**src/rtl/mw_pkg.sv**
```systemverilog
`timescale 1ns/1ps
// mw_pkg: shared types and line indices for the serial link monitor.
// Assumes the four link lines are gathered into one vector in the order below.
package mw_pkg;
    localparam int LN_CS   = 0;
    localparam int LN_SK   = 1;
    localparam int LN_SI   = 2;
    localparam int LN_SO   = 3;
    localparam int N_LINES = 4;

    // Window handling phase.
    typedef enum logic [1:0] {
        PH_ARM  = 2'd0,   // after reset: wait for chip select low
        PH_IDLE = 2'd1,   // waiting for chip select high
        PH_OPEN = 2'd2    // inside a window
    } phase_t;

    // Window classification.
    typedef enum logic [1:0] {
        WK_UNDEC = 2'd0,  // no rising clock edge yet
        WK_XFER  = 2'd1,  // data transfer
        WK_POLL  = 2'd2   // status poll
    } kind_t;
endpackage

```
**src/rtl/mw_sync.sv**
```systemverilog
`timescale 1ns/1ps
// mw_sync: multi-stage synchronizer, one chain per line. It also produces a
// flag that goes high once the chains, plus the edge-history register after
// them, hold samples taken after reset.
// Assumes the lines are slow compared with clk, so a stable level is seen.
module mw_sync #(
    parameter int LINES  = 4,
    parameter int STAGES = 2
) (
    input  logic             clk,
    input  logic             rst_n,
    input  logic [LINES-1:0] raw,
    output logic [LINES-1:0] synced,
    output logic             fill_ok
);
    localparam int FILL = STAGES + 1;

    logic [FILL-1:0] fill_q;

    genvar g;
    generate
        for (g = 0; g < LINES; g++) begin : g_line
            logic [STAGES-1:0] chain_q;
            // Shift the raw line through the synchronizer chain.
            always_ff @(posedge clk) begin
                if (!rst_n) chain_q <= '0;
                else        chain_q <= {chain_q[STAGES-2:0], raw[g]};
            end
            assign synced[g] = chain_q[STAGES-1];
        end
    endgenerate

    // Count the fill of the chains with a shift of ones.
    always_ff @(posedge clk) begin
        if (!rst_n) fill_q <= '0;
        else        fill_q <= {fill_q[FILL-2:0], 1'b1};
    end

    assign fill_ok = fill_q[FILL-1];
endmodule

```
**src/rtl/mw_edge.sv**
```systemverilog
`timescale 1ns/1ps
// mw_edge: rising and falling edge detect on a synchronized line, found by
// comparing the present sample with the one from the previous cycle.
// Assumes the input is already in the clk domain.
module mw_edge (
    input  logic clk,
    input  logic rst_n,
    input  logic level,
    output logic rise,
    output logic fall
);
    logic prev_q;

    // Keep the previous sample.
    always_ff @(posedge clk) begin
        if (!rst_n) prev_q <= 1'b0;
        else        prev_q <= level;
    end

    assign rise = level & ~prev_q;
    assign fall = ~level & prev_q;
endmodule

```
**src/rtl/mw_stamp.sv**
```systemverilog
`timescale 1ns/1ps
// mw_stamp: free-running sample counter that supplies the event timestamps.
// It wraps at 2**W; only differences between stamps have meaning.
module mw_stamp #(
    parameter int W = 32
) (
    input  logic         clk,
    input  logic         rst_n,
    output logic [W-1:0] count
);
    // Advance once per system clock.
    always_ff @(posedge clk) begin
        if (!rst_n) count <= '0;
        else        count <= count + 1'b1;
    end
endmodule

```
**src/rtl/mw_core.sv**
```systemverilog
`timescale 1ns/1ps
// mw_core: window tracking, classification and event generation.
// Assumes synchronized levels, clock edge flags and a stamp all refer to the
// same cycle. Events come out registered, one cycle after detection, so every
// stamp has the same fixed latency.
module mw_core #(
    parameter int W = 32
) (
    input  logic         clk,
    input  logic         rst_n,
    input  logic         fill_ok,
    input  logic         s_cs,
    input  logic         s_sk,
    input  logic         s_si,
    input  logic         s_so,
    input  logic         sk_rise,
    input  logic         sk_fall,
    input  logic [W-1:0] now,
    output logic         o_bit,
    output logic         o_sok,
    output logic         o_serr,
    output logic         o_busy,
    output logic         o_ready,
    output logic         o_si,
    output logic         o_so,
    output logic [W-1:0] o_start,
    output logic [W-1:0] o_end
);
    import mw_pkg::*;

    phase_t       phase;
    kind_t        kind;
    logic         first_bit;  // start bit still open
    logic [W-1:0] b_start;    // stamp of the rising edge that opened the bit
    logic         b_si;
    logic         b_so;
    logic [W-1:0] iv_start;   // stamp of the last data-out change in a poll
    logic         iv_so;      // data-out level of the current poll interval

    // Window state machine and one-cycle event generation.
    always_ff @(posedge clk) begin
        if (!rst_n) begin
            phase     <= PH_ARM;
            kind      <= WK_UNDEC;
            first_bit <= 1'b0;
            b_start   <= '0;
            b_si      <= 1'b0;
            b_so      <= 1'b0;
            iv_start  <= '0;
            iv_so     <= 1'b0;
            o_bit     <= 1'b0;
            o_sok     <= 1'b0;
            o_serr    <= 1'b0;
            o_busy    <= 1'b0;
            o_ready   <= 1'b0;
            o_si      <= 1'b0;
            o_so      <= 1'b0;
            o_start   <= '0;
            o_end     <= '0;
        end else begin
            o_bit   <= 1'b0;
            o_sok   <= 1'b0;
            o_serr  <= 1'b0;
            o_busy  <= 1'b0;
            o_ready <= 1'b0;
            case (phase)
                PH_ARM: begin
                    if (fill_ok && !s_cs) phase <= PH_IDLE;
                end
                PH_IDLE: begin
                    if (s_cs) begin
                        phase     <= PH_OPEN;
                        kind      <= WK_UNDEC;
                        first_bit <= 1'b0;
                        iv_start  <= now;
                        iv_so     <= s_so;
                    end
                end
                default: begin
                    if (!s_cs) begin
                        // Window closes.
                        phase <= PH_IDLE;
                        if (kind == WK_XFER) begin
                            if (!s_sk) begin
                                o_start <= b_start;
                                o_end   <= now;
                                o_si    <= b_si;
                                o_so    <= b_so;
                                if (first_bit) begin
                                    o_sok  <= b_si;
                                    o_serr <= ~b_si;
                                end else begin
                                    o_bit <= 1'b1;
                                end
                            end
                        end else begin
                            o_start <= iv_start;
                            o_end   <= now;
                            o_si    <= 1'b0;
                            o_so    <= iv_so;
                            o_ready <= iv_so;
                            o_busy  <= ~iv_so;
                        end
                    end else if (kind == WK_XFER) begin
                        if (sk_rise) begin
                            // The previous bit ends; a new one opens.
                            o_start <= b_start;
                            o_end   <= now;
                            o_si    <= b_si;
                            o_so    <= b_so;
                            if (first_bit) begin
                                o_sok  <= b_si;
                                o_serr <= ~b_si;
                            end else begin
                                o_bit <= 1'b1;
                            end
                            first_bit <= 1'b0;
                            b_start   <= now;
                            b_si      <= s_si;
                            b_so      <= 1'b0;
                        end else if (sk_fall) begin
                            b_so <= s_so;
                            if (first_bit && !s_si) b_si <= 1'b0;
                        end
                    end else if (kind == WK_UNDEC && sk_rise && s_si) begin
                        // First rising edge with data-in high: transfer.
                        kind      <= WK_XFER;
                        first_bit <= 1'b1;
                        b_start   <= now;
                        b_si      <= 1'b1;
                        b_so      <= 1'b0;
                    end else begin
                        if (kind == WK_UNDEC && sk_rise) kind <= WK_POLL;
                        if (s_so != iv_so) begin
                            if (!iv_so) begin
                                o_busy  <= 1'b1;
                                o_start <= iv_start;
                                o_end   <= now;
                                o_si    <= 1'b0;
                                o_so    <= 1'b0;
                            end
                            iv_start <= now;
                            iv_so    <= s_so;
                        end
                    end
                end
            endcase
        end
    end
endmodule

```
**src/rtl/mw_monitor.sv**
```systemverilog
`timescale 1ns/1ps
// mw_monitor: passive monitor for a three-wire serial link. It synchronizes
// the lines, detects clock edges, stamps events and classifies each
// chip-select window as a transfer or a status poll.
// Assumes the serial clock half period is at least two system clocks.
module mw_monitor #(
    parameter int STAMP_W     = 32,
    parameter int SYNC_STAGES = 2
) (
    input  logic               clk,
    input  logic               rst_n,
    input  logic               cs_in,
    input  logic               sk_in,
    input  logic               si_in,
    input  logic               so_in,
    output logic               bit_valid,
    output logic               start_ok,
    output logic               start_err,
    output logic               busy_done,
    output logic               ready_done,
    output logic               ev_si,
    output logic               ev_so,
    output logic [STAMP_W-1:0] ev_start,
    output logic [STAMP_W-1:0] ev_end
);
    import mw_pkg::*;

    logic [N_LINES-1:0] raw_lines;
    logic [N_LINES-1:0] s_lines;
    logic               fill_ok;
    logic               sk_rise;
    logic               sk_fall;
    logic [STAMP_W-1:0] now;

    assign raw_lines[LN_CS] = cs_in;
    assign raw_lines[LN_SK] = sk_in;
    assign raw_lines[LN_SI] = si_in;
    assign raw_lines[LN_SO] = so_in;

    mw_sync #(.LINES(N_LINES), .STAGES(SYNC_STAGES)) u_sync (
        .clk     (clk),
        .rst_n   (rst_n),
        .raw     (raw_lines),
        .synced  (s_lines),
        .fill_ok (fill_ok)
    );

    mw_edge u_sk_edge (
        .clk   (clk),
        .rst_n (rst_n),
        .level (s_lines[LN_SK]),
        .rise  (sk_rise),
        .fall  (sk_fall)
    );

    mw_stamp #(.W(STAMP_W)) u_stamp (
        .clk   (clk),
        .rst_n (rst_n),
        .count (now)
    );

    mw_core #(.W(STAMP_W)) u_core (
        .clk     (clk),
        .rst_n   (rst_n),
        .fill_ok (fill_ok),
        .s_cs    (s_lines[LN_CS]),
        .s_sk    (s_lines[LN_SK]),
        .s_si    (s_lines[LN_SI]),
        .s_so    (s_lines[LN_SO]),
        .sk_rise (sk_rise),
        .sk_fall (sk_fall),
        .now     (now),
        .o_bit   (bit_valid),
        .o_sok   (start_ok),
        .o_serr  (start_err),
        .o_busy  (busy_done),
        .o_ready (ready_done),
        .o_si    (ev_si),
        .o_so    (ev_so),
        .o_start (ev_start),
        .o_end   (ev_end)
    );
endmodule

```
**config.mk**
```make
export PLATFORM = sky130hd
export DESIGN_NAME = mw_monitor
export DESIGN_NICKNAME = d
export VERILOG_FILES = /design/src/rtl/mw_pkg.sv /design/src/rtl/mw_sync.sv /design/src/rtl/mw_edge.sv /design/src/rtl/mw_stamp.sv /design/src/rtl/mw_core.sv /design/src/rtl/mw_monitor.sv
export SDC_FILE = /design/constraint.sdc
export NUM_CORES = 1
export LEC_CHECK = 0
export CORE_MARGIN = 4
export CORE_UTILIZATION = 45
export DETAILED_ROUTE_END_ITERATION = 6
export GPL_ROUTABILITY_DRIVEN = 1
export HOLD_SLACK_MARGIN = 0.06
export PLACE_DENSITY = 0.68
export SYNTH_ARGS = -nofsm -noshare
export SYNTH_HDL_FRONTEND = slang
export SYNTH_SLANG_ARGS = --single-unit
```
**constraint.sdc**
```tcl
create_clock -name clk -period 3.7 [get_ports clk]
set_input_delay 0.925 -clock clk [delete_from_list [all_inputs] [get_ports clk]]
set_output_delay 0.925 -clock clk [all_outputs]
set_load 0.01 [all_outputs]
```
# ---- Yosys cells after proc, flatten, opt, wreduce, memory -nomap -nowiden
# Index checks and enable logic that the tools add are counted.
dict set report totals {
  register_bits 187
  input_bits 6
  word_cells 167
  output_inout_bits 71
}
dict set report op_classes {
  n_addsub 1
  n_bitwise 9
  eq_ne 17
  n_reduce_logical 23
  mux 92
}
# operator n
set op_table {}
lappend op_table {{two-way mux 32 bit} 23}
lappend op_table {{case mux 32 bit (2 select lines)} 1}
lappend op_table {{two-way mux 1 bit} 56}
lappend op_table {{adder 32 x 1 -> 32 bit, second input constant} 1}
lappend op_table {{two-way mux 2 bit} 8}
lappend op_table {{AND reduction 4 bit} 4}
lappend op_table {{!= test 3 x 2 -> 1 bit, second input constant} 5}
lappend op_table {{AND reduction 5 bit} 2}
lappend op_table {{case mux 2 bit (2 select lines)} 2}
lappend op_table {{NOT 1 bit} 7}
lappend op_table {{!= test 2 bit, second input constant} 3}
lappend op_table {{!= test 3 x 1 -> 1 bit, second input constant} 2}
lappend op_table {{!= test 3 bit, second input constant} 2}
lappend op_table {{AND reduction 6 bit} 1}
lappend op_table {{nonzero test 3 bit} 2}
lappend op_table {{OR reduction 5 bit} 1}
lappend op_table {{== test 2 x 1 -> 1 bit, second input constant} 2}
lappend op_table {{logical AND 1 bit} 4}
lappend op_table {{logical NOT 2 bit} 2}
lappend op_table {{!= test 2 x 1 -> 1 bit, second input constant} 2}
lappend op_table {{case mux 1 bit (2 select lines)} 2}
lappend op_table {{nonzero test 2 bit} 2}
lappend op_table {{AND reduction 3 bit} 1}
lappend op_table {{OR reduction 3 bit} 1}
lappend op_table {{other kinds (4)} 6}

# ---- Depth between registers and ports, before layout
dict set report logic_depth {
  word_depth 8
  ltp_mapped 10
}

# ---- By module
# A second synthesis with hierarchy kept.
dict set report hier_totals {
  hier_cells 847
  area_unflattened_um2 7679.9
}
# module seq_area_each_um2 cells_each instances area_per_inst_um2
set by_module_without_submodules {}
lappend by_module_without_submodules {mw_core 2862.7 646 1 5796.8}
lappend by_module_without_submodules {mw_stamp 640.6 172 1 1531.5}
lappend by_module_without_submodules {mw_sync 220.2 25 1 312.8}
lappend by_module_without_submodules {mw_edge 20.0 4 1 38.8}

# ---- Least setup slack after synthesis
# OpenSTA, ideal clock, no wires.
dict set report synth_path {
  path_kind {register to register}
  startpoint {register u_core.iv_so}
  endpoint {register u_core.o_start[25]}
  t_required_ns 3.609
  n_path_buf 2
  stages_incl_launch_ff 10
  slack_ns 1.687
  synth_period_minus_slack_ns 2.013
  arrival_ns 1.922
  cell_sequence {dfxtp_1 -> inv_1 -> ha_1 -> or2_2 -> a211oi_2 -> o21a_1 -> buf_4 -> buf_2 -> nor2_1 -> a311oi_1}
}
dict set report synth_via {
  elab_chain_cells 3
  elab_cells_between_ends 4
  cone_classes {3 x eq/ne; 1 x reduce/logical}
}
# element line
set synth_lines {}
lappend synth_lines {{from (decl)} mw_core.sv:38} ;# logic iv_so;
lappend synth_lines {{from (signal assigned)} mw_core.sv:76} ;# iv_so <= s_so;
lappend synth_lines {{from (signal assigned)} mw_core.sv:143} ;# iv_so <= s_so;
lappend synth_lines {{!= test 1 bit} mw_core.sv:134} ;# if (s_so != iv_so) begin
lappend synth_lines {{!= test 3 x 1 -> 1 bit (no source line)} --}
lappend synth_lines {{AND reduction 6 bit (no source line) *} --}
lappend synth_lines {{to (signal assigned)} mw_core.sv:97} ;# o_start <= iv_start;
lappend synth_lines {{to (signal assigned)} mw_core.sv:107} ;# o_start <= b_start;
lappend synth_lines {{to (signal assigned)} mw_core.sv:137} ;# o_start <= iv_start;
lappend synth_lines {{to (decl)} mw_core.sv:26} ;# output logic [W-1:0] o_start,
# Every way passes the cells marked *; elsewhere a longest branch is shown, timed or not.
# A chain may end at the register's enable or synchronous reset.

# ---- Worst setup path in the final report
dict set report layout_path {
  startpoint {register u_core.iv_so}
  endpoint {register u_core.o_start[21]}
}
# The elaborated chain is that of the path after synthesis.

==> impl_summary.txt <==
----------------------------------------------------
[Route]
  Number of optimization iterations in the first detailed-route pass ... 5
  Post-DR vias/cell ... 5.08
  Wire length on met2 ... 7400 um
  Met3 wirelength from detailed routing ... 676 um
  DR top layer ... met4
  Final ANT Viol Nets ... 0
  First-iteration detailed-routing DRC count ... 390
  Total routed wirelength ... 16200 um
  Total via count in the routed design ... 5634
  Wire per inst ... 14.6 um
  DRC viols ... 0
  Post-Route M1 WL ... 7810 um

[Timing]
  Fin crit share ... 0.733
  Final Max Tran Viols ... 0
  Layout Skew ... 0.00882 ns
  Total count of hold-check failures in the final report ... 0
  Setup violation total in the final timing report ... 0
  Worst slew margin ... 0.303
  Unrepaired setup endpoints after global routing ... false
  Achievable clock frequency ... 369 MHz
  Slew @ Worst Pin ... 1.04 ns
  Min Tclk post-route ... 2.71 ns
  Setup TNS Final ... 0 ns

[Power and ir drop]
  Net switching power ... 791 uW
  Combinational group share of total power ... 0.020
  Power density relative to cell area ... 460 nW/um^2
  Sequential cell fraction of total power ... 0.512
  LEAKAGE ... 0.00277 uW
  Part of the total power dissipated in the clock network ... 0.469
  Net Sw Frac ... 0.199
  Max VDD drop ... 0.333 mV
  Final Total Pwr ... 3980 uW
  Internal power of the cells ... 3190 uW

[Clock network]
  CTS H-tree lvls ... 4
  Postcts setup bufs ... 0
  CTS sink count ... 187
  Total of hold buffers inserted after clock tree synthesis ... 0
  Post_cts resized ... 0
  Clock tree from TritonCTS ... done
  Clock insertion delay at the later pin of the skew report ... 0.43 ns
  Inserted Clock Buffers ... 17
  Root Driver ... sky130_fd_sc_hd__clkbuf_16
  Clock-pin slew of the registers on the worst-case setup and hold paths ... 0.06 ns
  Maximum buffer depth of the clock tree ... 2

[Floorplan]
  I/O pin cnt ... 77
  Std-Cell Core Area ... 15800 um^2
  Chip Width ... 135 um
  Die area ... 18100 um^2
  Die boundary height ... 135 um
  Starting utilization of the core area ... 0.457
  Rows ... 46

[Setup path]
  R2R Path Start ... u_core.iv_so
  CP max FO ... 51
  Kind of critical path ... flop to flop
  Startpoint type of the worst setup path ... flop
  Buffers and inverters on the worst path ... 2
  Worst stage delay on the critical path ... 0.53 ns
  Chain of cells forming the critical path ... inv_1, ha_1, or2_2, a211oi_2, o21a_4, buf_4, nor2_1, a311oi_1
  CP required ... 4.03 ns
  Endpoint class of the critical path ... flop
  Worst Path Arrival ... 3.04 ns
  CP startpoint ... u_core.iv_so
  Cell type of the slowest stage on the worst timing path ... sky130_fd_sc_hd__o21a_4
  Kind of cell adding the most delay to the critical path ... compound AO/OA/AOI/OAI gates

[Logic synthesis]
  Distinct cells, synth ... 46
  Post-synthesis instance total ... 840
  Sequential share of the synthesized area ... 0.519
  Yosys reg bits ... 187
  Async set-or-reset flop fraction in the synthesized netlist ... 0
  Count of synthesis-stage warnings from yosys ... 0
  Number of nets in the synthesized netlist ... 848
  Post-synthesis area per instance ... 8.59 um^2
  EDFF count, synth ... 0
  Total standard cell area after synthesis ... 7210 um^2
  Most instantiated flip-flop cell in the synthesis netlist ... sky130_fd_sc_hd__dfxtp_1

[Final layout]
  Fill cell count ... 1547
  Highest-count cells in the layout ignoring fill and taps ... sky130_fd_sc_hd__nand2_1 (206), sky130_fd_sc_hd__dfxtp_1 (187), sky130_fd_sc_hd__nor2_1 (113)
  Number of diodes added for antenna fixing ... 0
  Total Nets Final ... 889
  FF+latch area ... 3740 um^2
  Syn-to-layout area delta ... 20.0%
  Fraction of layout instances using a drive strength above 1 ... 0.0594
  Most common cell after layout, fill and taps aside ... sky130_fd_sc_hd__nand2_1
  Footprint of the multi-input gates ... 3150 um^2

[Global routing]
  Antenna violations before repair ... 0
  GR Util All Layers ... 0.182
  Vias in the first global route ... 5159
  Residual overflow from global routing ... 0
  Largest net degree at the start of global routing ... 56
  First-pass GRT wire length ... 26400 um

[Place]
  Weighted congestion at the end of routability-driven global placement ... 0.821
  HPWL Detailed ... 10100 um
  Number of buffers added on ports ... 76

[Hold path]
  Hold path startpoint ... u_sync.g_line[0].chain_q[0]
  Class of the tightest hold or removal check ... flop to flop

[Job]
  Number of maximum-capacitance constraint violations ... 0

[Outcome]
  Result of the run ... finished clean

----------------------------------------------------
==> cells in the mapped netlist, types with 3 or more instances <==
master	number	area, um^2
sky130_fd_sc_hd__buf_4	6	45.0
sky130_fd_sc_hd__a21oi_1	69	345
sky130_fd_sc_hd__nor2b_1	4	25.0
sky130_fd_sc_hd__mux2i_1	35	350
sky130_fd_sc_hd__buf_2	12	60.1
sky130_fd_sc_hd__xor2_1	12	105
sky130_fd_sc_hd__nor2_1	114	428
sky130_fd_sc_hd__or2_2	3	18.8
sky130_fd_sc_hd__xnor2_1	17	149
sky130_fd_sc_hd__nand2_1	206	773
sky130_fd_sc_hd__o21ai_0	5	25.0
sky130_fd_sc_hd__a311oi_1	32	280
sky130_fd_sc_hd__and4_1	5	43.8
sky130_fd_sc_hd__nor4_1	7	43.8
sky130_fd_sc_hd__dfxtp_1	187	3740
sky130_fd_sc_hd__buf_6	6	67.6
sky130_fd_sc_hd__and3_1	6	37.5
sky130_fd_sc_hd__nor3_1	5	25.0
sky130_fd_sc_hd__inv_1	4	15.0
sky130_fd_sc_hd__and2_1	14	87.6
sky130_fd_sc_hd__nand2b_1	4	25.0
sky130_fd_sc_hd__nand3_1	16	80.1
sky130_fd_sc_hd__nand4_1	5	31.3
sky130_fd_sc_hd__clkbuf_1	40	150
==> layout make-up <==
cell class | instances | area share
Clock buffer | 22 | 0.0525
Clock inverter | 8 | 0.0166
Sequential cell | 187 | 0.433
Inverter | 5 | 0.00246
Tap cell | 216 | 0.0312
Timing Repair Buffer | 87 | 0.100
Multi-Input combinational cell | 583 | 0.364
==> logic make-up after synthesis <==
| family | after synthesis | synth area share |
|---|---|---|
| compound gates | 119 | 0.108 |
| xor+xnor | 29 | 0.0352 |
| fa+ha+maj | 2 | 0.00347 |
| buf+inv | 70 | 0.0481 |
| flops | 187 | 0.519 |
| mux | 35 | 0.0486 |
| simple gates | 398 | 0.237 |
==> flip-flops by register name, indices dropped and copies added (netlist names), 2 cells and up <==
signal,cells
u_core.kind,2
u_sync.g_line.chain_q,8
u_sync.fill_q,3
u_core.b_start,32
u_core.o_start,32
u_core.o_end,32
u_stamp.count,32
u_core.phase,2
u_core.iv_start,32
==> path summary, 6_finish.rpt <==
kind         slack (ns)  depth (start not counted)                     endpoint
max                0.99                          8           u_core.o_start[21]
min                0.43                          1  u_sync.g_line[0].chain_q[1]
max reg2reg        0.99                          8           u_core.o_start[21]
min reg2reg        0.43                          1  u_sync.g_line[0].chain_q[1]
==> power groups by stage <==
stage	combinational [uW]	sequential [uW]	clock (uW)
2_1_floorplan	55.6	2080	0
6_report	78.9	2040	1870
5_1_grt	86.9	2040	1980
3_3_place_gp	79.6	2080	0
3_5_place_dp	79.8	2080	0
4_1_cts	80.2	2040	1900
==> metal layers <==
layer / global-route usage / vias up
li1: - / 2879
met1: 0.249 / 2609
met2: 0.285 / 125
met3: 0.0376 / 21
met4: 0.0662 / 0
met5: 0 / -
==> worst reg2reg max path: cells and delay by family, from the launching register on <==
kind | cells | cell delay (ns)
AOI/OAI and AO/OA | 3 | 1.06
adders and majority gates | 1 | 0.33
buffers and inverters | 2 | 0.45
DFF | 1 | 0.39
and+or+nand+nor | 2 | 0.38
==> per-stage QoR <==
stage | std cells | setup slack [ns] | hold slack, ns | utilization | cell area [um^2]
4_1_cts | 1108 | 0.961 | 0.437 | 0.549 | 8650
2_1_floorplan | 840 | 1.69 | 0.412 | - | 7210
3_5_place_dp | 1078 | 1.02 | 0.424 | 0.511 | 8050
3_3_place_gp | 1078 | 1.09 | 0.415 | 0.511 | 8050
6_report | 1108 | 0.990 | 0.432 | 0.549 | 8650
5_1_grt | 1108 | 0.760 | 0.447 | 0.549 | 8650
(Power assumes the default switching activity.)
